$ cat src/rtl/prd_timer_pkg.sv
package prd_timer_pkg;
  // register addresses
  typedef enum logic [1:0] {
    REG_CTRL   = 2'd0,
    REG_RELOAD = 2'd1,
    REG_COUNT  = 2'd2,
    REG_NONE   = 2'd3
  } reg_sel_e;

  // control/status bit positions
  localparam int unsigned BIT_RUN  = 0;
  localparam int unsigned BIT_IEN  = 1;
  localparam int unsigned BIT_DSEL = 2;
  localparam int unsigned BIT_PEND = 7;
endpackage

$ cat src/rtl/prd_prescaler.sv
module prd_prescaler #(
  parameter int unsigned DIV_LO = 4,
  parameter int unsigned DIV_HI = 256
) (
  input  logic clk,
  input  logic rst_n,
  input  logic adv,
  input  logic restart,
  input  logic dsel,
  output logic tick_out
);
  localparam int unsigned PRE_W = (DIV_HI > 2) ? $clog2(DIV_HI) : 1;
  localparam logic [PRE_W-1:0] LIM_LO = PRE_W'(DIV_LO - 1);
  localparam logic [PRE_W-1:0] LIM_HI = PRE_W'(DIV_HI - 1);

  logic [PRE_W-1:0] pre_q;
  logic [PRE_W-1:0] lim;
  logic             at_lim;

  assign lim      = dsel ? LIM_HI : LIM_LO;
  // >= so that a switch from the long to the short divisor cannot overrun
  assign at_lim   = (pre_q >= lim);
  assign tick_out = adv & ~restart & at_lim;

  always_ff @(posedge clk) begin
    if (!rst_n) begin
      pre_q <= '0;
    end else if (restart) begin
      pre_q <= '0;
    end else if (adv) begin
      pre_q <= at_lim ? '0 : pre_q + 1'b1;
    end
  end


  pre_hold_chk: assert property (@(posedge clk) disable iff (!rst_n)
    (!adv && !restart) |=> $stable(pre_q));


  pre_restart_chk: assert property (@(posedge clk) disable iff (!rst_n)
    restart |=> (pre_q == '0));
endmodule

$ cat src/rtl/prd_counter.sv
module prd_counter #(
  parameter int unsigned CNT_W = 16
) (
  input  logic             clk,
  input  logic             rst_n,
  input  logic             tick,
  input  logic             load,
  input  logic [CNT_W-1:0] load_val,
  input  logic [CNT_W-1:0] reload_val,
  output logic [CNT_W-1:0] cnt,
  output logic             expire
);
  logic [CNT_W-1:0] cnt_q;
  logic [CNT_W-1:0] cnt_nxt;
  logic             at_zero;

  assign at_zero = (cnt_q == '0);
  assign cnt_nxt = at_zero ? reload_val : cnt_q - 1'b1;
  // expiry is the tick that lands the count on zero; a direct load does not count
  assign expire  = tick & ~load & (cnt_nxt == '0);
  assign cnt     = cnt_q;

  always_ff @(posedge clk) begin
    if (!rst_n) begin
      cnt_q <= '1;
    end else if (load) begin
      cnt_q <= load_val;
    end else if (tick) begin
      cnt_q <= cnt_nxt;
    end
  end


  cnt_load_chk: assert property (@(posedge clk) disable iff (!rst_n)
    load |=> (cnt_q == $past(load_val)));


  cnt_reload_chk: assert property (@(posedge clk) disable iff (!rst_n)
    (tick && !load && at_zero) |=> (cnt_q == $past(reload_val)));


  cnt_step_chk: assert property (@(posedge clk) disable iff (!rst_n)
    (tick && !load && !at_zero) |=> (cnt_q == $past(cnt_q) - 1'b1));


  cnt_idle_chk: assert property (@(posedge clk) disable iff (!rst_n)
    (!tick && !load) |=> $stable(cnt_q));
endmodule

$ cat src/rtl/prd_regs.sv
module prd_regs
  import prd_timer_pkg::*;
#(
  parameter int unsigned CNT_W = 16
) (
  input  logic             clk,
  input  logic             rst_n,
  input  logic             wr_en,
  input  logic [1:0]       wr_addr,
  input  logic [CNT_W-1:0] wr_data,
  input  logic [1:0]       rd_addr,
  output logic [CNT_W-1:0] rd_data,
  input  logic [CNT_W-1:0] count,
  input  logic             expire,
  output logic             run,
  output logic             dsel,
  output logic [CNT_W-1:0] reload_val,
  output logic             load,
  output logic             irq
);
  logic             run_q, ien_q, dsel_q, pend_q;
  logic [CNT_W-1:0] reload_q;
  logic             ctrl_wr, clr;

  assign ctrl_wr = wr_en & (wr_addr == REG_CTRL);
  assign load    = wr_en & (wr_addr == REG_RELOAD);
  assign clr     = ctrl_wr & wr_data[BIT_PEND];

  always_ff @(posedge clk) begin
    if (!rst_n) begin
      run_q    <= 1'b0;
      ien_q    <= 1'b0;
      dsel_q   <= 1'b0;
      reload_q <= '1;
    end else begin
      if (ctrl_wr) begin
        run_q  <= wr_data[BIT_RUN];
        ien_q  <= wr_data[BIT_IEN];
        dsel_q <= wr_data[BIT_DSEL];
      end
      if (load) reload_q <= wr_data;
    end
  end

  // expiry outranks a clear on the same edge
  always_ff @(posedge clk) begin
    if (!rst_n)      pend_q <= 1'b0;
    else if (expire) pend_q <= 1'b1;
    else if (clr)    pend_q <= 1'b0;
  end

  assign run        = run_q;
  assign dsel       = dsel_q;
  assign reload_val = reload_q;
  assign irq        = pend_q & ien_q;

  always_comb begin
    rd_data = '0;
    case (reg_sel_e'(rd_addr))
      REG_CTRL: begin
        rd_data[BIT_RUN]  = run_q;
        rd_data[BIT_IEN]  = ien_q;
        rd_data[BIT_DSEL] = dsel_q;
        rd_data[BIT_PEND] = pend_q;
      end
      REG_RELOAD: rd_data = reload_q;
      REG_COUNT:  rd_data = count;
      default:    rd_data = '0;
    endcase
  end


  pend_set_chk: assert property (@(posedge clk) disable iff (!rst_n)
    expire |=> pend_q);


  pend_keep_chk: assert property (@(posedge clk) disable iff (!rst_n)
    (pend_q && !clr) |=> pend_q);


  pend_clr_chk: assert property (@(posedge clk) disable iff (!rst_n)
    (clr && !expire) |=> !pend_q);
endmodule

$ cat src/rtl/prd_irq_timer.sv
module prd_irq_timer #(
  parameter int unsigned CNT_W  = 16,
  parameter int unsigned DIV_LO = 4,
  parameter int unsigned DIV_HI = 256
) (
  input  logic             clk,
  input  logic             rst_n,
  input  logic             tick_in,
  input  logic             freeze,
  input  logic             wr_en,
  input  logic [1:0]       wr_addr,
  input  logic [CNT_W-1:0] wr_data,
  input  logic [1:0]       rd_addr,
  output logic [CNT_W-1:0] rd_data,
  output logic             irq
);
  logic             run, dsel, load, adv, ptick, expire;
  logic [CNT_W-1:0] reload_val, count;

  assign adv = tick_in & run & ~freeze;

  prd_prescaler #(.DIV_LO(DIV_LO), .DIV_HI(DIV_HI)) u_pre (
    .clk(clk), .rst_n(rst_n), .adv(adv), .restart(load),
    .dsel(dsel), .tick_out(ptick)
  );

  prd_counter #(.CNT_W(CNT_W)) u_cnt (
    .clk(clk), .rst_n(rst_n), .tick(ptick), .load(load),
    .load_val(wr_data), .reload_val(reload_val),
    .cnt(count), .expire(expire)
  );

  prd_regs #(.CNT_W(CNT_W)) u_regs (
    .clk(clk), .rst_n(rst_n), .wr_en(wr_en), .wr_addr(wr_addr),
    .wr_data(wr_data), .rd_addr(rd_addr), .rd_data(rd_data),
    .count(count), .expire(expire), .run(run), .dsel(dsel),
    .reload_val(reload_val), .load(load), .irq(irq)
  );


  frz_chk: assert property (@(posedge clk) disable iff (!rst_n)
    freeze |-> !ptick);
endmodule

$ cat config.mk
export PLATFORM = sky130hd
export DESIGN_NAME = prd_irq_timer
export DESIGN_NICKNAME = d
export VERILOG_FILES = /design/src/rtl/prd_timer_pkg.sv /design/src/rtl/prd_prescaler.sv /design/src/rtl/prd_counter.sv /design/src/rtl/prd_regs.sv /design/src/rtl/prd_irq_timer.sv
export SDC_FILE = /design/constraint.sdc
export NUM_CORES = 1
export LEC_CHECK = 0
export CAP_MARGIN = 20
export CORE_ASPECT_RATIO = 0.75
export CORE_MARGIN = 10
export CORE_UTILIZATION = 59
export CTS_BUF_LIST = sky130_fd_sc_hd__clkbuf_16
export DETAILED_ROUTE_END_ITERATION = 12
export MAX_ROUTING_LAYER = met4
export PLACE_DENSITY = 0.86
export SYNTH_ARGS = -nofsm -noshare
export SYNTH_HDL_FRONTEND = slang
export SYNTH_SLANG_ARGS = --single-unit
$ cat constraint.sdc
create_clock -name clk -period 5 [get_ports clk]
set_input_delay 1 -clock clk [delete_from_list [all_inputs] [get_ports clk]]
set_output_delay 1 -clock clk [all_outputs]
set_load 0.1 [all_outputs]
* Word level (Yosys, flattened, before mapping)
Cells that the tools add are included.
** Cells by class
- Eq/ne operators :: 3
- Bitwise gates (word level) :: 13
- Mux-type cells :: 11
- $mul :: 0
- Div/mod/pow operators :: 0
- Add/subtract/negate cells :: 2
- Shift-type cells :: 0
- Magnitude comparators :: 1
- Reduce and logical (&&, ||, !) cells :: 7
** Operators with widths (count)
- two-way mux 16 bit :: 3
- logical NOT 16 bit :: 2
- two-way mux 8 bit :: 2
- one-hot mux 8 bit (2 select lines) :: 1
- subtractor 16 x 1 -> 16 bit (second input constant) :: 1
- AND 1 bit :: 10
- one-hot mux 3 bit (3 select lines) :: 1
- adder 8 x 1 -> 8 bit (second input constant) :: 1
- >= comparator 8 bit :: 1
- one-hot mux 4 bit (2 select lines) :: 1
- == test 2 x 1 -> 1 bit (second input constant) :: 2
- logical NOT 2 bit :: 2
- nonzero test 2 bit :: 2
- NOT 1 bit :: 3
- one-hot mux 1 bit (3 select lines) :: 1
- == test 2 bit (second input constant) :: 1
- two-way mux 1 bit :: 2
- OR reduction 2 bit :: 1
** Word-level totals
- Word-level logic and storage cells :: 44
- Bits of input ports :: 25
- Memory bits (read-only) :: 0
- Output and inout bits :: 17
- Register bits after elaboration :: 44
- RAM bits :: 0
- Bits in latches :: 0
- Memories kept :: 0

* Logic depth before layout (Yosys ltp)
- Depth after elaboration :: 8
- Mapped depth :: 9

* Cells and area by module
From an unflattened synthesis, not the netlist that was laid out.
** Unflattened totals
- Cell total of the unflattened synthesis :: 391
- Area, all modules :: 3101.7 um^2
** Modules (own cells, without submodules)
- prd_counter :: area each 1401.3 um^2, sequential area each 320.3 um^2, cells an instance 202, times used 1
- prd_regs :: area each 1206.2 um^2, sequential area each 400.4 um^2, cells an instance 135, times used 1
- prd_prescaler :: area each 485.5 um^2, sequential area each 160.2 um^2, cells an instance 53, times used 1
- prd_irq_timer :: area each 8.8 um^2, sequential area each 0.0 um^2, cells an instance 1, times used 1

* Least setup slack after synthesis
OpenSTA, ideal clock, no wires.
- Path kind :: input -> output
- Start :: in rd_addr[1]
- End :: out rd_data[13]
- Cell stages on the path :: 6
- Arrival time :: 3154 ps
- Slack :: 846 ps
- Cell sequence :: inv_1 > ha_1 > clkbuf_1 > clkbuf_1 > a22oi_1 > nor2b_1
** On the way
- Word-level cells in the longest chain between the ends :: 2
- Elaborated cells between the ends (all ways) :: 3
- Those cells by class :: eq/ne: 2; mux: 1
** RTL lines
- start: declaration :: RTL line prd_irq_timer.sv:13 : input logic [1:0] rd_addr,
- == test 2 bit / == test 2 x 1 -> 1 bit (equally long branches) :: RTL line prd_regs.sv:59 : case (reg_sel_e'(rd_addr))
- one-hot mux 8 bit (2 select lines) (*) :: RTL line prd_regs.sv:59
- end: declaration :: RTL line prd_irq_timer.sv:14 : output logic [CNT_W-1:0] rd_data,
Mark *: on every way between the ends. The rest lies on a longest branch, timed or not.

* Worst setup path after layout
- Start :: in rd_addr[1]
- End :: out rd_data[5]
** On the way
- Word-level cells in the longest chain between the ends :: 2
- Elaborated cells between the ends (all ways) :: 3
- Those cells by class :: eq/ne: 2; mux: 1
** RTL lines (RTL line)
- == test 2 bit / == test 2 x 1 -> 1 bit (equally long branches) :: prd_regs.sv:59
- one-hot mux 4 bit (2 select lines) (*) :: prd_regs.sv:59
Marks and branches as above.

==> key figures <==
Route
  • Routed Antenna Nets: 0
  • Routed Wire Length: 8043 µm
  • Via-to-Cell Ratio: 6.515
  • First drt pass iteration count: 5
  • Wirelength per Cell: 18.58 µm
  • Vias: between 2,000 and 3,000
  • Initial DRC count: about 330
  • DRC viols: 0

Final layout
  • Area Overhead vs Synth: 17.92%
  • Most common cell after layout, fill and taps aside: nor2_1
  • Most frequent cells in the layout: nor2_1 (48), dfxtp_1 (44), o21ai_0 (42)
  • N_diodes: 0
  • Layout Nets: 413
  • Fraction of layout cells with a size suffix above 1: 8.245%
  • Layout Cells excl Fill: 433

CTS
  • CTS H-tree depth: 2
  • CTS Root Cell: clkbuf_16
  • Longest Clk Path Bufs: 2
  • CTS tree: done
  • # clock sinks: 44
  • Cts bufs inserted: 5
  • Clk_lat worst skew: slightly below 0.3 ns
  • # Post-CTS Setup Buffers: 0
  • Clock-pin slew on the worst setup and hold paths: roughly 0.060 ns
  • CTS resizes: 0
  • Hold buffer count at cts: 0

Synthesis
  • EDFF count, synth: 0
  • Commonest register cell after synthesis: dfxtp_1
  • Syn avg cell area: 7.955 µm²
  • Synth top area cells: dfxtp_1 (31%), o21ai_0 (7.5%), nor2_1 (6.4%), ha_1 (5.8%), nor2b_1 (3.6%)
  • Distinct cell type count after synthesis: 49
  • Cells after Synth: 352
  • YS warnings: 0
  • Net Count, Synth: 390
  • Cell area after synthesis: between 2000 and 3000 µm²
  • Post-synthesis sequential area ratio: 31.46%
  • Share of the synthesized area in the top cell type: 31.46%
  • Dominant cell type by area after synthesis: dfxtp_1
  • Async set or reset register ratio after synthesis: 0%
  • #FFs+latches synth: 44

Hold path
  • Worst Hold Path Cells: 2
  • Worst hold path class: flop to flop

Critical path
  • CP Class: input port to output port
  • Critical Path Max Stage Delay: just over 0.6 ns
  • CP max FO: 16
  • CP Launch Type: input port
  • Worst setup EP type: output port
  • Reg2Reg Depth: 8
  • Bufs and invs on worst path: 3
  • CP Cell Sequence: clkdlybuf4s50_1 -> inv_1 -> ha_1 -> a22oi_1 -> nor2b_1 -> buf_4
  • Kind of cell adding the most delay to the critical path: buffers and inverters
  • Crit path DAT: 2.87 ns
  • Slowest CP cell: ha_1
  • Required time of the critical path: approximately 4.0 ns
  • Cell depth of the worst setup path: 6

Floorplan
  • Die area: 7930 µm²
  • Die span in x: ~100 µm
  • # IOs: 42
  • Initial Utilization: 61.96%
  • Core Region: 4519 µm²
  • Site Rows: 21
  • Die Y: between 70 and 80 µm

Run status
  • Status: finished clean

GRT
  • Initial antenna violation count: 0
  • Met3 Use GR: 5.190%
  • Pin count of the biggest net entering global routing: 36
  • GR peak layer: met2
  • GRT overflow: 0
  • Vias in the first global route: 2,685
  • First-pass GRT wire length: 13,370 µm
  • Met1 usage: between 20 and 30%
  • Total Routing Usage GR: 20.77%
  • Met2 usage: a little under a third

Timing
  • Final Cycle Share: between 70 and 80%
  • Setup TNS: 0 ns
  • Max Clock Freq: between 200 and 300 MHz
  • Slew margin rel.: 23.75%
  • Max-slew violation count: 0
  • RSZ-0062 raised after global routing: no
  • Final Critical Period: 3.873 ns
  • Worst Max-Slew Pin Slew: between 1 and 1.5 ns
  • Hold Vio Cnt, Final: 0
  • Worst Clk Skew: 0.003556 ns
  • Setup violators final: 0

Pwr
  • Sequential share of power: 40.2%
  • Peak supply drop: 0.2493 mV
  • Int Pwr: ~0.65 mW
  • Net Sw Frac: 30.50%
  • Logic pwr share: 20.9%
  • Fraction of power consumed by the clock network: 39.0%
  • PwrDens: 284.4 nW/µm²
  • Lkg Pwr: 1.307 nW
  • Switching power: 0.2864 mW

Placement
  • Placed cells: 425
  • Final GP Congestion: 0.9387
  • Dpl hpwl: 5567 µm
  • # port buffers: between 40 and 50

Run
  • Max-cap viol count: 0
[cells by family after synthesis]
family | after synthesis | share of synthesized area, %
mux | 6 | 2.323
flops | 44 | 31.46
fa+ha+maj | 13 | 5.809
buf+inv | 33 | 4.871
compound gates | 109 | 25.83
simple gates | 133 | 25.34
xor+xnor | 14 | 4.379
[routing by layer]
layer / share of wire [%] / wire length, µm
met1: 46 / 3668
met2: 43 / 3456
met3: 9.8 / 789
met4: 1.6 / 128
met5: 0 / 0
[power by group through the flow]
stage          sequential (mW)  clock (mW)  combinational, mW
2_1_floorplan            0.376           0              0.146
3_3_place_gp             0.383           0              0.191
3_5_place_dp             0.384           0              0.195
4_1_cts                  0.376       0.367              0.196
5_1_grt                  0.378       0.383              0.207
6_report                 0.377       0.366              0.196
[per-stage QoR]
step / setup slack [ns] / power (mW) / hold slack, ns / util (%) / instance area, µm²
2_1_floorplan: 0.8455 / 0.5221 / 0.4363 / - / 2800
3_3_place_gp: 1.290 / 0.5749 / 0.4583 / 69.46 / 3139
3_5_place_dp: 1.194 / 0.5785 / 0.4937 / 69.46 / 3139
4_1_cts: 1.178 / 0.9389 / 0.5149 / 73.06 / 3302
5_1_grt: 1.034 / 0.9688 / 0.5246 / 73.06 / 3302
6_report: 1.127 / 0.9390 / 0.5174 / 73.06 / 3302
[worst min-delay path, cell delays in order, from the launching register on]
cell and delay [ns]:
dfxtp_1 0.34, xor2_1 0.07, nor2_1 0.07
[final timing paths]
| path | to | slack [ns] | from |
|---|---|---|---|
| hold reg to reg | u_pre.pre_q[7]$_SDFFE_PP0P_ | 0.52 | u_pre.pre_q[7]$_SDFFE_PP0P_ |
| setup / recovery | rd_data[5] | 1.13 | rd_addr[1] |
| setup reg to reg | u_cnt.cnt[13]$_SDFFE_PN1P_ | 1.89 | u_regs.dsel$_SDFFE_PN0P_ |
| hold / removal | u_pre.pre_q[7]$_SDFFE_PP0P_ | 0.52 | u_pre.pre_q[7]$_SDFFE_PP0P_ |
[area by class of cell]
class | instances | area, µm²
clock buffers | 5 | 125.1
clock inverters | 3 | 37.54
fillers | 361 | 1217
inverters | 7 | 26.28
multi-input cells | 275 | 1783
flip-flops and latches | 44 | 880.8
well taps | 57 | 71.32
repair buffers | 42 | 377.9
[registers in the layout, summed over array words and instances, names as in the netlist]
name	count
u_regs.ien_q	1
u_cnt.cnt	16
u_regs.run	1
u_pre.pre_q	8
u_regs.dsel	1
u_regs.pend_q	1
u_regs.reload_val	16
[cells in the mapped netlist (7+ instances only)]
cell / number
nand4_1: 8
and3_1: 7
nor2_1: 48
xor2_1: 8
nand2_1: 16
inv_1: 7
nand3_1: 8
o21ai_0: 42
ha_1: 13
nor2b_1: 16
a21oi_1: 16
dfxtp_1: 44
nor3_1: 9
clkbuf_1: 21
a22oi_1: 12
(Power assumes the default switching activity.)
